==> src/rtl/self_heal_ring_pkg.sv <==
package self_heal_ring_pkg;

    // Control mode decoded once per cycle from reset and enable.
    typedef enum logic [1:0] {
        CTL_INIT = 2'd0,
        CTL_HOLD = 2'd1,
        CTL_STEP = 2'd2
    } ring_ctl_e;

    // Number of set bits in a vector of up to 64 stages.
    function automatic int unsigned set_bit_count(input logic [63:0] vec);
        int unsigned total;
        total = 0;
        for (int i = 0; i < 64; i++) begin
            total += int'(vec[i]);
        end
        return total;
    endfunction

endpackage

==> src/rtl/ring_ctl_decode.sv <==
module ring_ctl_decode
    import self_heal_ring_pkg::*;
(
    input  logic      rst,
    input  logic      en,
    output ring_ctl_e mode
);

    // Reset dominates; enable only matters out of reset.
    always_comb begin
        unique case ({rst, en})
            2'b10,
            2'b11:   mode = CTL_INIT;
            2'b01:   mode = CTL_STEP;
            default: mode = CTL_HOLD;
        endcase
    end

endmodule

==> src/rtl/ring_feedback.sv <==
module ring_feedback #(
    parameter int N = 4
) (
    input  logic [N-1:0] stage_q,
    output logic         serial_in
);

    localparam int LOW_W = N - 1;

    logic [LOW_W-1:0] low_stages;

    // The last stage is deliberately left out of the feedback term.
    assign low_stages = stage_q[LOW_W-1:0];

    always_comb begin
        serial_in = (low_stages == '0);
    end

endmodule

==> src/rtl/ring_stage_reg.sv <==
module ring_stage_reg
    import self_heal_ring_pkg::*;
#(
    parameter int N = 4
) (
    input  logic          clk,
    input  logic          rst,
    input  logic          en,
    input  ring_ctl_e     mode,
    input  logic          serial_in,
    output logic [N-1:0]  stage_q
);

    localparam logic [N-1:0] SEED = N'(1);

    logic [N-1:0] state_q;
    logic [N-1:0] state_d;

    // Next-state selection per control mode.
    always_comb begin
        unique case (mode)
            CTL_INIT: state_d = SEED;
            CTL_STEP: state_d = {state_q[N-2:0], serial_in};
            CTL_HOLD: state_d = state_q;
            default:  state_d = state_q;
        endcase
    end

    // State register.
    always_ff @(posedge clk) begin
        state_q <= state_d;
    end

    // Output process.
    always_comb begin
        stage_q = state_q;
    end

    p_hold_r2: assert property (@(posedge clk) disable iff (rst)
        !en |=> $stable(state_q));

    p_shift_r3: assert property (@(posedge clk) disable iff (rst)
        en |=> state_q[N-1:1] == $past(state_q[N-2:0]));

    p_feed_r4: assert property (@(posedge clk) disable iff (rst)
        en |=> state_q[0] == ($past(state_q[N-2:0]) == '0));

endmodule

==> src/rtl/ring_legal_mon.sv <==
module ring_legal_mon
    import self_heal_ring_pkg::*;
#(
    parameter int N = 4
) (
    input  logic         clk,
    input  logic         rst,
    input  logic         en,
    input  logic [N-1:0] stage_q
);

    localparam int CNT_W = $clog2(N + 2) + 1;
    localparam logic [CNT_W-1:0] CNT_MAX = {CNT_W{1'b1}};

    logic             legal;
    logic [CNT_W-1:0] illegal_steps;

    always_comb begin
        legal = (set_bit_count(64'(stage_q)) == 1);
    end

    // Enabled clocks spent so far in an illegal pattern.
    always_ff @(posedge clk) begin
        if (rst) begin
            illegal_steps <= '0;
        end else if (en) begin
            if (legal) begin
                illegal_steps <= '0;
            end else if (illegal_steps != CNT_MAX) begin
                illegal_steps <= illegal_steps + 1'b1;
            end
        end
    end

    p_recover_r5: assert property (@(posedge clk) disable iff (rst)
        !legal |-> illegal_steps < CNT_W'(N));

    p_legal_keep_r6: assert property (@(posedge clk) disable iff (rst)
        legal && en |=> legal);

endmodule

==> src/rtl/self_heal_ring.sv <==
module self_heal_ring
    import self_heal_ring_pkg::*;
#(
    parameter int N = 4
) (
    input  logic         clk,
    input  logic         rst,
    input  logic         en,
    output logic [N-1:0] ring_q
);

    initial begin
        if (N < 2 || N > 64) $error("self_heal_ring: N must lie in 2..64");
    end

    ring_ctl_e    mode;
    logic         serial_in;
    logic [N-1:0] stage_q;

    ring_ctl_decode u_ctl (
        .rst  (rst),
        .en   (en),
        .mode (mode)
    );

    ring_feedback #(.N(N)) u_fb (
        .stage_q   (stage_q),
        .serial_in (serial_in)
    );

    ring_stage_reg #(.N(N)) u_reg (
        .clk       (clk),
        .rst       (rst),
        .en        (en),
        .mode      (mode),
        .serial_in (serial_in),
        .stage_q   (stage_q)
    );

    ring_legal_mon #(.N(N)) u_mon (
        .clk     (clk),
        .rst     (rst),
        .en      (en),
        .stage_q (stage_q)
    );

    assign ring_q = stage_q;

endmodule

==> config.mk <==
export PLATFORM = sky130hd
export DESIGN_NAME = self_heal_ring
export DESIGN_NICKNAME = d
export VERILOG_FILES = /design/src/rtl/self_heal_ring_pkg.sv /design/src/rtl/ring_ctl_decode.sv /design/src/rtl/ring_feedback.sv /design/src/rtl/ring_stage_reg.sv /design/src/rtl/ring_legal_mon.sv /design/src/rtl/self_heal_ring.sv
export SDC_FILE = /design/constraint.sdc
export NUM_CORES = 1
export LEC_CHECK = 0
export BUFFER_PORTS_ARGS = -buffer_cell sky130_fd_sc_hd__clkbuf_2
export CAP_MARGIN = 20
export CORE_AREA = 2 2 39 41
export DETAILED_ROUTE_END_ITERATION = 10
export DIE_AREA = 0 0 41 43
export PLACE_DENSITY_LB_ADDON = 0.3
export REMOVE_ABC_BUFFERS = 1
export SYNTH_ARGS = -nofsm -noshare
export SYNTH_HDL_FRONTEND = slang
export SYNTH_HIERARCHICAL = 1
export SYNTH_SLANG_ARGS = --single-unit
==> constraint.sdc <==
create_clock -name clk -period 1.1 [get_ports clk]
set_input_delay 0.055 -clock clk [delete_from_list [all_inputs] [get_ports clk]]
set_output_delay 0.055 -clock clk [all_outputs]
set_load 0.01 [all_outputs]
# [Word-level counts from Yosys, hierarchy flattened]
# Index checks and enable logic that the tools add are counted.
[classes] mux=2 n_reduce_logical=4 eq_ne=4
[ops] cell="one-hot mux 4 bit (2 select lines)" count=1
[ops] cell="equality test 2 bit, second input constant" count=3
[ops] cell="one-hot mux 2 bit (2 select lines)" count=1
[ops] cell="logical NOT 3 bit" count=1
[ops] cell="equality test 2 x 1 -> 1 bit, second input constant" count=1
[ops] cell="logical NOT 2 bit" count=1
[ops] cell="nonzero test 2 bit" count=1
[ops] cell="OR reduction 2 bit" count=1
[totals] register_bits=4 word_cells=11 out_inout_bits=4 input_bits=3

# [Longest topological paths before layout]
[logic_depth] word_depth=5 mapped_depth=2 depth_no_buf=2

# [Hierarchy]
# The synthesis kept the hierarchy.
[by_module_without_submodules] mod="ring_stage_reg" area_each_um2=162.7 seq_area_each_um2=120.1 instances=1 cells_each=9
[by_module_without_submodules] mod="ring_ctl_decode" area_each_um2=12.5 seq_area_each_um2=0.0 instances=1 cells_each=2
[by_module_without_submodules] mod="ring_feedback" area_each_um2=10.0 seq_area_each_um2=0.0 instances=1 cells_each=1

# [Worst setup path after synthesis]
# No wires, ideal clock.
[synth_timing] kind="register to register" startpoint="register u_reg.state_q[1], in the netlist u_reg/stage_q[1]" endpoint="register u_reg.state_q[0], in the netlist u_reg/stage_q[0], data pin" required_ns=0.834 synth_period_minus_slack_ns=1.047 stages_incl_launch_ff=3 path_buffers=0 path_slack_ns=0.053 setup_time_ns=0.266 arrival_ns=0.782 cell_sequence="edfxtp_1 > nor3_2 > or3b_1"
[synth_via] elab_chain_len=2
[synth_rtl] element="from (decl)" line_no="ring_stage_reg.sv:16" rtl="logic [N-1:0] state_q;"
[synth_rtl] element="from (signal assigned)" line_no="ring_stage_reg.sv:31" rtl="state_q <= state_d;"
[synth_rtl] element="logical NOT 3 bit" line_no="ring_feedback.sv:16" rtl="serial_in = (low_stages == '0);"
[synth_rtl] element="named net serial_in" line_no="self_heal_ring.sv:17" rtl="logic serial_in;"
[synth_rtl] element="one-hot mux 4 bit (2 select lines)" line_no="ring_stage_reg.sv:21" rtl="unique case (mode)"
# The timed path passes the listed nets, and every way through them passes these cells.
# A chain may end at the register's enable or synchronous reset.

# [Worst setup path after layout]
[layout_timing] startpoint="register u_reg.state_q[0], in the netlist u_reg/stage_q[0]" endpoint="register u_reg.state_q[0], in the netlist u_reg/stage_q[0], data pin"
# The elaborated chain is that of the path after synthesis.

==> key figures <==
Yosys
  • #FFs+latches synth: 4
  • Library cells used by synthesis: 7
  • Syn avg cell area: 15.43 um2
  • Synth Cell Area: 185.2 um2
  • Synthesized instance count: 12
  • Post-synthesis sequential area ratio: 0.6486
  • Warnings from Yosys: 6

Worst setup path
  • R2r endpoint: u_reg/stage_q[0]
  • Worst r2r src: u_reg/stage_q[0]
  • R2r setup slk: 0.06 ns
  • R2R cell count: 2
  • Startpoint types: flop
  • Crit path arrival time: 1.01 ns
  • Worst path slowest cell: edfxtp_1
  • Slowest cell delay on critical path: 0.38 ns
  • Kind of critical path: flop to flop
  • Req. time, crit path: 1.07 ns
  • Worst path bufs/invs: 0
  • Worst Setup End Kind: flop
  • CP max FO: 3
  • CP top delay family: simple AND/OR/NAND/NOR gates
  • CP Cell Sequence: nor3_2, or3b_1

Power and ir drop
  • Clock power frac: 0.442
  • Leak: 0.0001117 uW
  • Internal Power: 317.9 uW
  • Worst VDD drop: 0.4465 mV
  • Power per cell area: 1535 nW/um2
  • Sequential Power Share: 0.472
  • Combinational power share: 0.086
  • Switching share of power: 0.1963
  • Switching Power: 77.66 uW

Finish
  • Final instance area: 257.7 um2
  • Layout Area Growth over Synthesis: 39.19%
  • Diodes inserted: 0
  • Share of cells above drive strength 1: 0.6667
  • Max reg flops: 4
  • Nets@finish: 26
  • Most frequent cells in the layout: clkbuf_2 (6), edfxtp_1 (4), clkbuf_4 (3), and3b_2 (3)
  • Fill count: 154
  • Fin cells: 37
  • Seq. cell area: 120.1 um2
  • Final core area utilization: 0.1863
  • Most common cell after layout, fill and taps aside: clkbuf_2
  • Footprint of the multi-input gates: 61.31 um2

GRT
  • Total gr overflow: 0
  • Initial antenna violation count: 0
  • Global Route Usage Sum: 0.05449
  • First-pass GRT wire length: 524 um
  • Vias in the first global route: 142
  • Largest net degree at the start of global routing: 6

STA
  • Fin crit share: 0.9463
  • Final setup violation count: 0
  • RSZ-0062 raised after global routing: no
  • Slew Limit Fails: 0
  • Fmax: 960.7 MHz
  • Relative slew slack: 0.8407
  • Min cycle time layout: 1.041 ns
  • Hold slack final: 0.2308 ns
  • Setup TNS Final: 0 ns
  • Clock skew: 0.00006932 ns
  • Final Hold Viols: 0
  • Least-Margin Pin Slew: 0.2381 ns

Clock network
  • Worst-path clk slew: 0.03 ns
  • Buffer count from post-CTS setup fixing: 0
  • Clock buffer depth: 2
  • H-tree levels: 1
  • Gates resized, CTS repair: 0
  • Num Clock Sinks: 4
  • CTS Buf Count: 3
  • Worst skew pair latency: 0.23 ns
  • Cts hold-fix bufs: 0
  • Root Buffer: clkbuf_4
  • CTS tree: built

Placement
  • Placed cells: 34
  • Placed cell areas: 235.2 um2
  • Global placement routability congestion: 0.6164
  • HPWL after detailed placement: 238.4 um
  • PortBufs: 6

Job
  • Number of max-cap violations: 0

Drt
  • DR WL/cell: 8.514 um
  • First-pass DRT Iterations: 4
  • Routed via count: 129
  • Initial drt markers: 7
  • DRC violations left: 0
  • Routed Antenna Nets: 0
  • Via density per instance: 3.486
  • DRT Wirelength: 315 um

Floorplanning
  • Initial Utilization: 0.1338
  • Core area: 1384 um2
  • DIE AREA: 1763 um2
  • Top Ports: 7
  • Die W: 41 um
  • Die height: 43 um
  • FP Rows: 14

Outcome
  • Status: complete, no violations

Hold path
  • Hold endpoint: u_reg/stage_q[0]
  • Hold Path Class: input port to flop
  • Hold Path Depth: 3
  • Hold_sp: rst
-- power groups by stage --
| stage | Sequential [uW] | Combinational (uW) | Clock [uW] |
|---|---|---|---|
| after floorplan | 193 | 13.5 | 0 |
| after detailed placement | 189 | 34.2 | 0 |
| final | 187 | 34.0 | 175 |
| after global routing | 188 | 37.1 | 195 |
| after CTS | 187 | 34.4 | 186 |
| after global placement | 189 | 33.7 | 0 |
-- cell type report --
cell class                 count  area share
clock buffer                   3     0.08738
timing repair buffer           6      0.1165
tap                           16     0.07767
sequential                     4      0.4660
inverter                       1     0.01456
multi-input combinational      7      0.2379
-- kinds of logic after synthesis --
kind of cell | count (synthesis) | share of synthesized area
AND/OR/NAND/NOR | 7 | 0.3311
flip-flops | 4 | 0.6487
buffers and inverters | 1 | 0.02025
-- worst register-to-register path: stages, from the launching register on --
cell,delay (ns)
edfxtp_1,0.38
nor3_2,0.06
or3b_1,0.34
-- cells in the mapped netlist --
master,count,area share
edfxtp_1,4,0.65
and3b_2,3,0.16
inv_1,1,0.020
nor2_1,1,0.020
nor2b_2,1,0.047
nor3_2,1,0.054
or3b_1,1,0.047
-- routing by layer --
layer,part of all wire,track usage
met5,0,0
met4,0,0.04000
met3,0.12,0.07853
met2,0.38,0.05938
met1,0.50,0.04575
-- worst max-delay path by stage --
stage	startpoint	to	slack [ns]	cells past startpoint
after floorplan	u_reg/stage_q[1]	u_reg/stage_q[0]	0.05	2
after global placement	u_reg/stage_q[0]	u_reg/stage_q[0]	0.09	2
after detailed placement	u_reg/stage_q[1]	u_reg/stage_q[0]	0.08	2
after CTS	u_reg/stage_q[0]	u_reg/stage_q[0]	0.06	2
after global routing	u_reg/stage_q[0]	u_reg/stage_q[0]	0.02	2
final	u_reg/stage_q[0]	u_reg/stage_q[0]	0.06	2
-- stage by stage --
step                      setup WS [ns]  power [uW]
after floorplan                 0.05286       206.2
after global placement          0.08606       222.2
after detailed placement        0.07591       223.0
after CTS                       0.05750       407.7
after global routing            0.02147       420.1
final                           0.05909       395.6
(Power assumes the default switching activity.)
